--- src/rtl/blkx_pkg.sv ---
package blkx_pkg;

    localparam int AW        = 32;          // effective and physical address width
    localparam int OFS_W     = 17;          // low bits that always pass through
    localparam int TAG_W     = AW - OFS_W;  // compared upper bits
    localparam int MSK_W     = 11;          // releasable tag bits
    localparam int FIX_W     = TAG_W - MSK_W; // tag bits always compared

    // upper word layout
    localparam int UP_MSK_LSB = 2;
    localparam int UP_SUP     = 1;
    localparam int UP_USR     = 0;
    // lower word layout
    localparam int LO_RO      = 0;

    typedef struct packed {
        logic          hit;
        logic          miss;
        logic          fault;
        logic [AW-1:0] pa;
    } xres_t;

endpackage

--- src/rtl/blkx_match.sv ---
module blkx_match
    import blkx_pkg::*;
(
    input  logic [TAG_W-1:0] ea_hi,
    input  logic             priv,
    input  logic [TAG_W-1:0] tag,
    input  logic [MSK_W-1:0] msk,
    input  logic             sup_ok,
    input  logic             usr_ok,
    input  logic [TAG_W-1:0] pbase,
    input  logic             ro_in,
    output logic             match,
    output logic [TAG_W-1:0] pa_hi,
    output logic             ro
);

    logic [TAG_W-1:0] care;
    logic [TAG_W-1:0] diff;
    logic             mode_ok;

    always_comb begin
        care    = ~{{FIX_W{1'b0}}, msk};
        diff    = (ea_hi ^ tag) & care;
        mode_ok = priv ? sup_ok : usr_ok;
        match   = (diff == '0) && mode_ok;
        pa_hi   = (pbase & care) | (ea_hi & ~care);
        ro      = ro_in;
    end

endmodule

--- src/rtl/blkx_pick.sv ---
module blkx_pick #(
    parameter int N = 4
) (
    input  logic [N-1:0] req_vec,
    output logic [N-1:0] gnt,
    output logic         any
);

    // lowest set bit wins
    always_comb begin
        gnt = req_vec & (~req_vec + {{(N-1){1'b0}}, 1'b1});
        any = |req_vec;
    end

endmodule

--- src/rtl/blkx_array.sv ---
module blkx_array
    import blkx_pkg::*;
#(
    parameter int N     = 4,
    localparam int IDX_W = (N > 1) ? $clog2(N) : 1
) (
    input  logic             clk,
    input  logic             rst_n,
    input  logic             wr_en,
    input  logic [IDX_W-1:0] wr_idx,
    input  logic             wr_hi,
    input  logic [AW-1:0]    wr_data,
    input  logic [IDX_W-1:0] rd_idx,
    input  logic             rd_hi,
    output logic [AW-1:0]    rd_word,
    input  logic             req,
    input  logic [AW-1:0]    ea,
    input  logic             priv,
    input  logic             store,
    output xres_t            res
);

    typedef struct packed {
        logic [N-1:0][AW-1:0] up;
        logic [N-1:0][AW-1:0] lo;
        xres_t                res;
    } st_t;

    st_t st_d, st_q;

    logic [N-1:0]            hit_vec;
    logic [N-1:0]            gnt;
    logic                    any;
    logic [N-1:0][TAG_W-1:0] pa_hi;
    logic [N-1:0]            ro_vec;
    logic [TAG_W-1:0]        sel_pa_hi;
    logic                    sel_ro;

    for (genvar i = 0; i < N; i++) begin : g_ent
        blkx_match u_match (
            .ea_hi  (ea[AW-1:OFS_W]),
            .priv   (priv),
            .tag    (st_q.up[i][AW-1:OFS_W]),
            .msk    (st_q.up[i][UP_MSK_LSB +: MSK_W]),
            .sup_ok (st_q.up[i][UP_SUP]),
            .usr_ok (st_q.up[i][UP_USR]),
            .pbase  (st_q.lo[i][AW-1:OFS_W]),
            .ro_in  (st_q.lo[i][LO_RO]),
            .match  (hit_vec[i]),
            .pa_hi  (pa_hi[i]),
            .ro     (ro_vec[i])
        );
    end

    blkx_pick #(.N(N)) u_pick (
        .req_vec (hit_vec),
        .gnt     (gnt),
        .any     (any)
    );

    always_comb begin
        sel_pa_hi = '0;
        sel_ro    = 1'b0;
        for (int i = 0; i < N; i++) begin
            if (gnt[i]) begin
                sel_pa_hi = sel_pa_hi | pa_hi[i];
                sel_ro    = sel_ro | ro_vec[i];
            end
        end
    end

    always_comb begin
        st_d = st_q;
        if (wr_en) begin
            if (wr_hi) st_d.up[wr_idx] = wr_data;
            else       st_d.lo[wr_idx] = wr_data;
        end
        st_d.res.hit   = req & any;
        st_d.res.miss  = req & ~any;
        st_d.res.fault = req & any & store & sel_ro;
        st_d.res.pa    = (req & any) ? {sel_pa_hi, ea[OFS_W-1:0]} : '0;
    end

    always_ff @(posedge clk or negedge rst_n) begin
        if (!rst_n) st_q <= '0;
        else        st_q <= st_d;
    end

    assign rd_word = rd_hi ? st_q.up[rd_idx] : st_q.lo[rd_idx];
    assign res     = st_q.res;

endmodule

--- src/rtl/blkx_xlate.sv ---
module blkx_xlate
    import blkx_pkg::*;
#(
    parameter int N_ENT = 4,
    localparam int IDX_W = (N_ENT > 1) ? $clog2(N_ENT) : 1
) (
    input  logic             clk,
    input  logic             rst_n,
    input  logic             cfg_en,
    input  logic             cfg_wr,
    input  logic             cfg_priv,
    input  logic             cfg_side,
    input  logic [IDX_W-1:0] cfg_idx,
    input  logic             cfg_upper,
    input  logic [AW-1:0]    cfg_wdata,
    output logic [AW-1:0]    cfg_rdata,
    input  logic             if_req,
    input  logic [AW-1:0]    if_ea,
    input  logic             if_priv,
    output logic             if_hit,
    output logic             if_miss,
    output logic [AW-1:0]    if_pa,
    input  logic             dt_req,
    input  logic [AW-1:0]    dt_ea,
    input  logic             dt_priv,
    input  logic             dt_store,
    output logic             dt_hit,
    output logic             dt_miss,
    output logic [AW-1:0]    dt_pa,
    output logic             dt_fault
);

    typedef struct packed {
        logic [AW-1:0] rdata;
    } top_t;

    top_t top_d, top_q;

    logic          wr_ok;
    logic          if_wr, dt_wr;
    logic [AW-1:0] if_word, dt_word;
    xres_t         if_res, dt_res;
    logic          if_fault_unused;

    assign wr_ok = cfg_en & cfg_wr & cfg_priv;
    assign if_wr = wr_ok & ~cfg_side;
    assign dt_wr = wr_ok &  cfg_side;

    blkx_array #(.N(N_ENT)) u_iarr (
        .clk     (clk),
        .rst_n   (rst_n),
        .wr_en   (if_wr),
        .wr_idx  (cfg_idx),
        .wr_hi   (cfg_upper),
        .wr_data (cfg_wdata),
        .rd_idx  (cfg_idx),
        .rd_hi   (cfg_upper),
        .rd_word (if_word),
        .req     (if_req),
        .ea      (if_ea),
        .priv    (if_priv),
        .store   (1'b0),
        .res     (if_res)
    );

    blkx_array #(.N(N_ENT)) u_darr (
        .clk     (clk),
        .rst_n   (rst_n),
        .wr_en   (dt_wr),
        .wr_idx  (cfg_idx),
        .wr_hi   (cfg_upper),
        .wr_data (cfg_wdata),
        .rd_idx  (cfg_idx),
        .rd_hi   (cfg_upper),
        .rd_word (dt_word),
        .req     (dt_req),
        .ea      (dt_ea),
        .priv    (dt_priv),
        .store   (dt_store),
        .res     (dt_res)
    );

    always_comb begin
        top_d = top_q;
        if (cfg_en && !cfg_wr) begin
            if (!cfg_priv)     top_d.rdata = '0;
            else if (cfg_side) top_d.rdata = dt_word;
            else               top_d.rdata = if_word;
        end
    end

    always_ff @(posedge clk or negedge rst_n) begin
        if (!rst_n) top_q <= '0;
        else        top_q <= top_d;
    end

    assign cfg_rdata       = top_q.rdata;
    assign if_hit          = if_res.hit;
    assign if_miss         = if_res.miss;
    assign if_pa           = if_res.pa;
    assign if_fault_unused = if_res.fault;
    assign dt_hit          = dt_res.hit;
    assign dt_miss         = dt_res.miss;
    assign dt_pa           = dt_res.pa;
    assign dt_fault        = dt_res.fault;

endmodule

--- config.mk ---
export PLATFORM = sky130hd
export DESIGN_NAME = blkx_xlate
export DESIGN_NICKNAME = d
export VERILOG_FILES = /design/src/rtl/blkx_pkg.sv /design/src/rtl/blkx_match.sv /design/src/rtl/blkx_pick.sv /design/src/rtl/blkx_array.sv /design/src/rtl/blkx_xlate.sv
export SDC_FILE = /design/constraint.sdc
export NUM_CORES = 1
export LEC_CHECK = 0
export ABC_AREA = 1
export CAP_MARGIN = 0
export CORE_AREA = 2 2 242 220
export CTS_BUF_LIST = sky130_fd_sc_hd__clkbuf_4 sky130_fd_sc_hd__clkbuf_8
export DETAILED_ROUTE_END_ITERATION = 10
export DIE_AREA = 0 0 244 222
export DONT_BUFFER_PORTS = 1
export PLACE_DENSITY = 0.75
export REMOVE_ABC_BUFFERS = 1
export SYNTH_ARGS = -nofsm -noshare
export SYNTH_HDL_FRONTEND = slang
export SYNTH_SLANG_ARGS = --single-unit
--- constraint.sdc ---
create_clock -name clk -period 2.4 [get_ports clk]
set_clock_uncertainty 0.2 [all_clocks]
set_input_delay 0.48 -clock clk [delete_from_list [all_inputs] [get_ports clk]]
set_output_delay 0.48 -clock clk [all_outputs]
set_load 0.02 [all_outputs]
## Yosys cells after proc, flatten, opt, wreduce, memory -nomap -nowiden

Index checks and enable logic that the tools add are counted.

- Register bits after elaboration: 613
- Latch bits: 0
- Memory bits (writable): 0
- Memory bits (read-only): 0
- Input bits: 110
- Output and inout port bits: 101
- Word-level logic and storage cells: 176
- Memories: 0

- $add $sub $neg: 2
- $mul: 0
- Div/mod/pow operators: 0
- Magnitude comparators: 2
- Eq/ne operators: 0
- Shifts and indexed selects: 0
- Mux-type cells: 40
- Bitwise gates (word level): 83
- Reductions and logical operators: 25

Operator list:

| kind | count |
|---|---|
| 128-bit bitwise mux | 4 |
| 15-bit bitwise AND | 24 |
| 32-bit two-way mux | 11 |
| 32-bit binary-select mux with 2-bit select | 4 |
| 15-bit OR | 14 |
| 15-bit zero test | 8 |
| 15-bit two-way mux | 8 |
| 11-bit NOT with 15-bit output | 8 |
| 15-bit NOT | 8 |
| 15-bit XOR | 8 |
| 32-bit demux with 2-bit select | 1 |
| 1-bit two-way mux | 12 |
| 1-bit bitwise AND | 10 |
| 1-bit logical AND | 10 |
| 4-bit by 1-bit adder with 4-bit output, second input constant | 2 |
| 4-bit bitwise AND | 2 |
| 4-bit NOT | 2 |
| 2-bit AND reduction | 4 |
| 4-bit OR reduction | 2 |
| 1-bit NOT | 4 |
| 2-bit by 3-bit less-than comparator with 1-bit output, second input constant | 1 |
| 1-bit OR | 3 |
| 2-bit by 1-bit >= comparator with 1-bit output, second input constant | 1 |
| 1-bit zero test | 1 |

## Longest topological paths before layout

- Depth in word-level cells: 15
- Depth in mapped cells: 14
- Mapped depth without buffers: 12

## Modules after synthesis

From an unflattened synthesis, not the netlist that was laid out.

- Cell total of the unflattened synthesis: 5138
- Area total of the unflattened synthesis: 34398.0 um^2

By module, submodules not included:

| module | times used | cells each | area an instance (um^2) | sequential area each (um^2) |
|---|---|---|---|---|
| blkx_array | 2 | 1948 | 14251.2 | 7282.0 |
| blkx_match | 8 | 122 | 520.5 | 0.0 |
| blkx_xlate | 1 | 246 | 1639.1 | 800.8 |
| blkx_pick | 2 | 10 | 46.3 | 0.0 |

## Least setup slack after synthesis

No wires, ideal clock.

- Path kind: input to register
- Start: in dt_ea[27]
- End: reg u_darr.st_q, in the netlist u_darr.res[21]
- Setup time: 0.122 ns
- Arrival time: 1.666 ns
- Required time: 2.078 ns
- Slack: 0.413 ns
- Stages on the path: 12
- Buffers on the path: 2
- Cell sequence: buf_4 > nor2_1 > nor2_1 > nor2_1 > nand2_1 > nor2_1 > nand2_4 > nand3_2 > buf_4 > nor2_1 > nor2_1 > a21oi_1

RTL lines:

| element | line | text |
|---|---|---|
| start, declared | blkx_xlate.sv:24 | `input logic [AW-1:0] dt_ea,` |
| end signal, assigned | blkx_array.sv:86 | `else st_q <= st_d;` |
| end, declared | blkx_array.sv:29 | `st_t st_d, st_q;` |

==> results.txt <==
The run finished, with violations left. The checks that failed: hold timing, slew limit. The final worst-path setup slack is 0.08527 ns. The worst-case IR drop observed on VDD is 0.0005970 V. Counting every sink on the clock net gives 613. The number of design-rule violations left by the first detailed-router iteration is between 4,000 and 5,000. The detailed-routing wirelength on met1 is 41,890 µm. The tree is rooted in a sky130_fd_sc_hd__clkbuf_8. Among all stages on the critical path, the largest delay is contributed by sky130_fd_sc_hd__dfrtp_1. The remaining max-slew budget at the tightest pin is -53.39%. The clock tree buffer depth is 3. In the routed design, unresolved DRC markers number 0. For the worst-skew pair, the clock arrives at the later sink with an insertion delay of 0.73 ns.

Compared with the post-synthesis result, the final layout area differs by 11.41%. Timing analysis after detailed placement gives a worst setup slack of 0.01443 ns. The mean area per synthesized cell came out at approximately 8 µm². The required time of the critical path came out at 2.80 ns.

The max-capacitance violation count came out at 0. The routed wire length came out at 104,600 µm. The sequential share of the synthesized area came out at 49.80%.

After clock tree synthesis, the flow added hold-fix buffers numbering 73. The share of synthesized flip-flops with an asynchronous set or reset is 100.0%. The post-detailed-route count of antenna-violating nets came out at 0.

The final number of setup-violating endpoints came out at 0. The final critical-path share of the clock period came out at a little over nine tenths. The first detailed-routing pass took 8 iterations. The power density over the cells came out at roughly 760 nW/µm². In the synthesized netlist the dominant register cell turns out to be sky130_fd_sc_hd__dfrtp_1. Wire segments on met2 add up to 45,520 µm in the final route. The HPWL after detailed placement is around 65,000 µm. The number of buffers created by CTS is 100. The maximum clock frequency is 432.0 MHz. The final number of hold-violating endpoints is 613. The number of global-route vias before repair came out at roughly 26,000.

The register bit count reported by yosys came out at 613. The wire length of the first global-routing pass is 160,000 µm. The initial utilization of the core area, before any placement, comes to 59.81%. Buffers placed on the I/O ports in this run total 0. The critical-path maximum fanout came out at 11.

The synthesized instance count came out at 3,949. The post-synthesis cell area is between 30,000 and 40,000 µm². The most common cell after layout, fill and taps aside is sky130_fd_sc_hd__nand2_1.

The vertical die dimension is 222 µm. The kind of start point of the critical path is a register. The maximum number of pins on one net before global-route repair came out at between 600 and 700. At the end of the flow, the number of nets in the layout was approximately 4,000.

The die outline area came out at 54,170 µm². TritonCTS built the clock tree. The number of H-tree branching levels is 3. The smallest hold slack came out at -0.7327 ns. In this run the static leakage power is 16.10 nW. The critical path is of the register to register type. The die span in x came out at 244 µm. The routed wire length per instance came out at 22.31 µm.

Setup repair after global routing left no endpoint under its margin. The count of flip-flops with a built-in enable after synthesis is 0. For this run, the total global-route usage over all layers was measured as 38.60%. The placer congestion estimate is 0.9658.

The floorplan has roughly 80 rows. The clock-pin slew reported for the worst setup and hold paths after clock tree synthesis is 0.06 ns. The total via count after detailed routing came out at 28,181. The total number of yosys warnings is 0. The min-delay analysis places its worst path in the category input pin to asynchronous set/reset pin. The total chip power is between 20 and 30 mW. The largest stage delay on the critical path came out at 0.41 ns. In the layout the commonest cells are 1,225 x sky130_fd_sc_hd__nand2_1, 637 x sky130_fd_sc_hd__o21ai_0, 613 x sky130_fd_sc_hd__dfrtp_1, 333 x sky130_fd_sc_hd__inv_1, 224 x sky130_fd_sc_hd__nor2_1. The slew at the pin closest to its max-slew limit is 2.301 ns. The total length of routed met3 wires is 13,110 µm. After clock tree synthesis, the setup repair step added 0 buffers.

The detailed router used layers up to and including met5. 211 I/O pins were placed. The endpoint arrival time on the critical path came out at 2.71 ns. The kind of end point of the critical path is a register.

Global routing finished with a remaining overflow of 0. The final critical-path required period is 2.315 ns. The initial antenna violation count is 1. The count of final max-slew check failures is 347. The number of distinct standard cells referenced by the synthesized netlist came out at 47.

In the final layout, the share of cells above drive strength 1 is under 10%. Traced cell by cell, the critical path runs through inv_1 -> nand2_1 -> nor2_1 -> buf_4 -> nor2_1 -> nand3_1 -> nor2_4 -> buf_12 -> nor2_4 -> buf_4 -> nand4_1 -> a21oi_1. The core region is ~51,000 µm².

Using the TritonRoute via totals, the vias-per-cell ratio works out to 6.010.
## synthesized netlist by cell type (6+ instances only)
master                      number  area [µm²]
sky130_fd_sc_hd__nand4_1        59       369.1
sky130_fd_sc_hd__a211oi_1        9       67.56
sky130_fd_sc_hd__nor3_1         14       70.07
sky130_fd_sc_hd__a21oi_1        58       290.3
sky130_fd_sc_hd__buf_2          62       310.3
sky130_fd_sc_hd__a31oi_1         6       37.54
sky130_fd_sc_hd__o2111ai_1      18       157.7
sky130_fd_sc_hd__nor2_4          7       78.83
sky130_fd_sc_hd__nor2_1        225       844.6
sky130_fd_sc_hd__buf_6           9       101.4
sky130_fd_sc_hd__o21ai_0       637        3188
sky130_fd_sc_hd__nand3_1       146       730.7
sky130_fd_sc_hd__a22oi_1        68       510.5
sky130_fd_sc_hd__nand3_2        21       210.2
sky130_fd_sc_hd__buf_1           8       30.03
sky130_fd_sc_hd__inv_1         337        1265
sky130_fd_sc_hd__a41oi_1         8       70.07
sky130_fd_sc_hd__o211ai_1       11       82.58
sky130_fd_sc_hd__o22ai_1        54       337.8
sky130_fd_sc_hd__xor2_1          9       78.83
sky130_fd_sc_hd__inv_2          19       71.32
sky130_fd_sc_hd__a21oi_2        14       122.6
sky130_fd_sc_hd__o311ai_0        6       52.55
sky130_fd_sc_hd__nand2_1      1228        4609
sky130_fd_sc_hd__xnor2_1        13       113.9
sky130_fd_sc_hd__buf_4          83       623.1
sky130_fd_sc_hd__dfrtp_1       613       15340
sky130_fd_sc_hd__clkbuf_1      155       581.8
sky130_fd_sc_hd__mux2i_1         7       70.07
## repair_timing
action	4_1_cts	5_1_grt
hold endpoints to repair	781	613
endpoints found under the setup margin	0	1
gates resized for setup	0	1
## final timing paths
check / startpoint / endpoint / slack (ns) / cells past startpoint
max: u_darr.st_q[166] / u_darr.res[30] / 0.09 / 12
min: rst_n / u_iarr.st_q[159] / -0.73 / 0
max reg2reg: u_darr.st_q[166] / u_darr.res[30] / 0.09 / 12
min reg2reg: u_iarr.st_q[119] / u_iarr.st_q[119] / 0.28 / 2
max in group asynchronous: rst_n / u_darr.st_q[260] / 0.91 / 0
min in group clk: cfg_side / cfg_rdata[17] / 0.04 / 5
## power by group
part | internal [mW] | switching [mW] | leakage (nW) | total (mW)
logic | 1.36 | 2.28 | 6.70 | 3.63
registers | 11.5 | 1.06 | 8.23 | 12.6
clock network | 5.58 | 4.40 | 1.17 | 9.98
## metal layers
layer / GRT usage (%) / up-vias
li1: - / 12728
met1: 55.01 / 13330
met2: 57.20 / 1845
met3: 9.671 / 276
met4: 14.36 / 2
met5: 0 / -
## critical path: cells and delay by family (launching register included)
kind	cells	cell delay, ns
and+or+nand+nor	7	0.72
buffers and inverters	4	0.56
DFF	1	0.41
AOI/OAI and AO/OA	1	0.30
## logic make-up after synthesis
| group | Yosys count | share of synthesized area (%) |
|---|---|---|
| AOI/OAI and AO/OA | 907 | 16.42 |
| xor gates and xnor gates | 22 | 0.6256 |
| buffers and inverters | 675 | 9.709 |
| DFF | 613 | 49.80 |
| muxes | 7 | 0.2275 |
| and+or+nand+nor | 1725 | 23.21 |
## per-stage QoR
stage / hold slack [ns] / cells / setup TNS [ns] / util (%) / area, µm²
6_report: -0.7327 / 4689 / 0 / 66.63 / 34320
5_1_grt: -0.7813 / 4688 / 0 / 66.63 / 34310
4_1_cts: -0.7607 / 4688 / 0 / 66.62 / 34310
3_5_place_dp: 0.002430 / 4431 / 0 / 60.85 / 31340
3_3_place_gp: 0.0005078 / 4431 / 0 / 60.85 / 31340
2_1_floorplan: -0.01559 / 3632 / -939.22 / - / 29150
## area by class of cell
class                      count  area (µm²)
sequential                   613       15340
inverter                     358        1348
fill                        4322       17180
timing repair buffer         184        2062
antenna                        1       2.502
clock inverter                26       221.5
tap                          688       860.8
clock buffer                 158        1987
multi-input combinational   2661       12490
## state kept, by name, summed over array words and instances (netlist names)
register     flops
u_iarr.res      34
u_iarr.st_q    256
u_darr.st_q    256
u_darr.res      35
cfg_rdata       32
(Power assumes the default switching activity.)
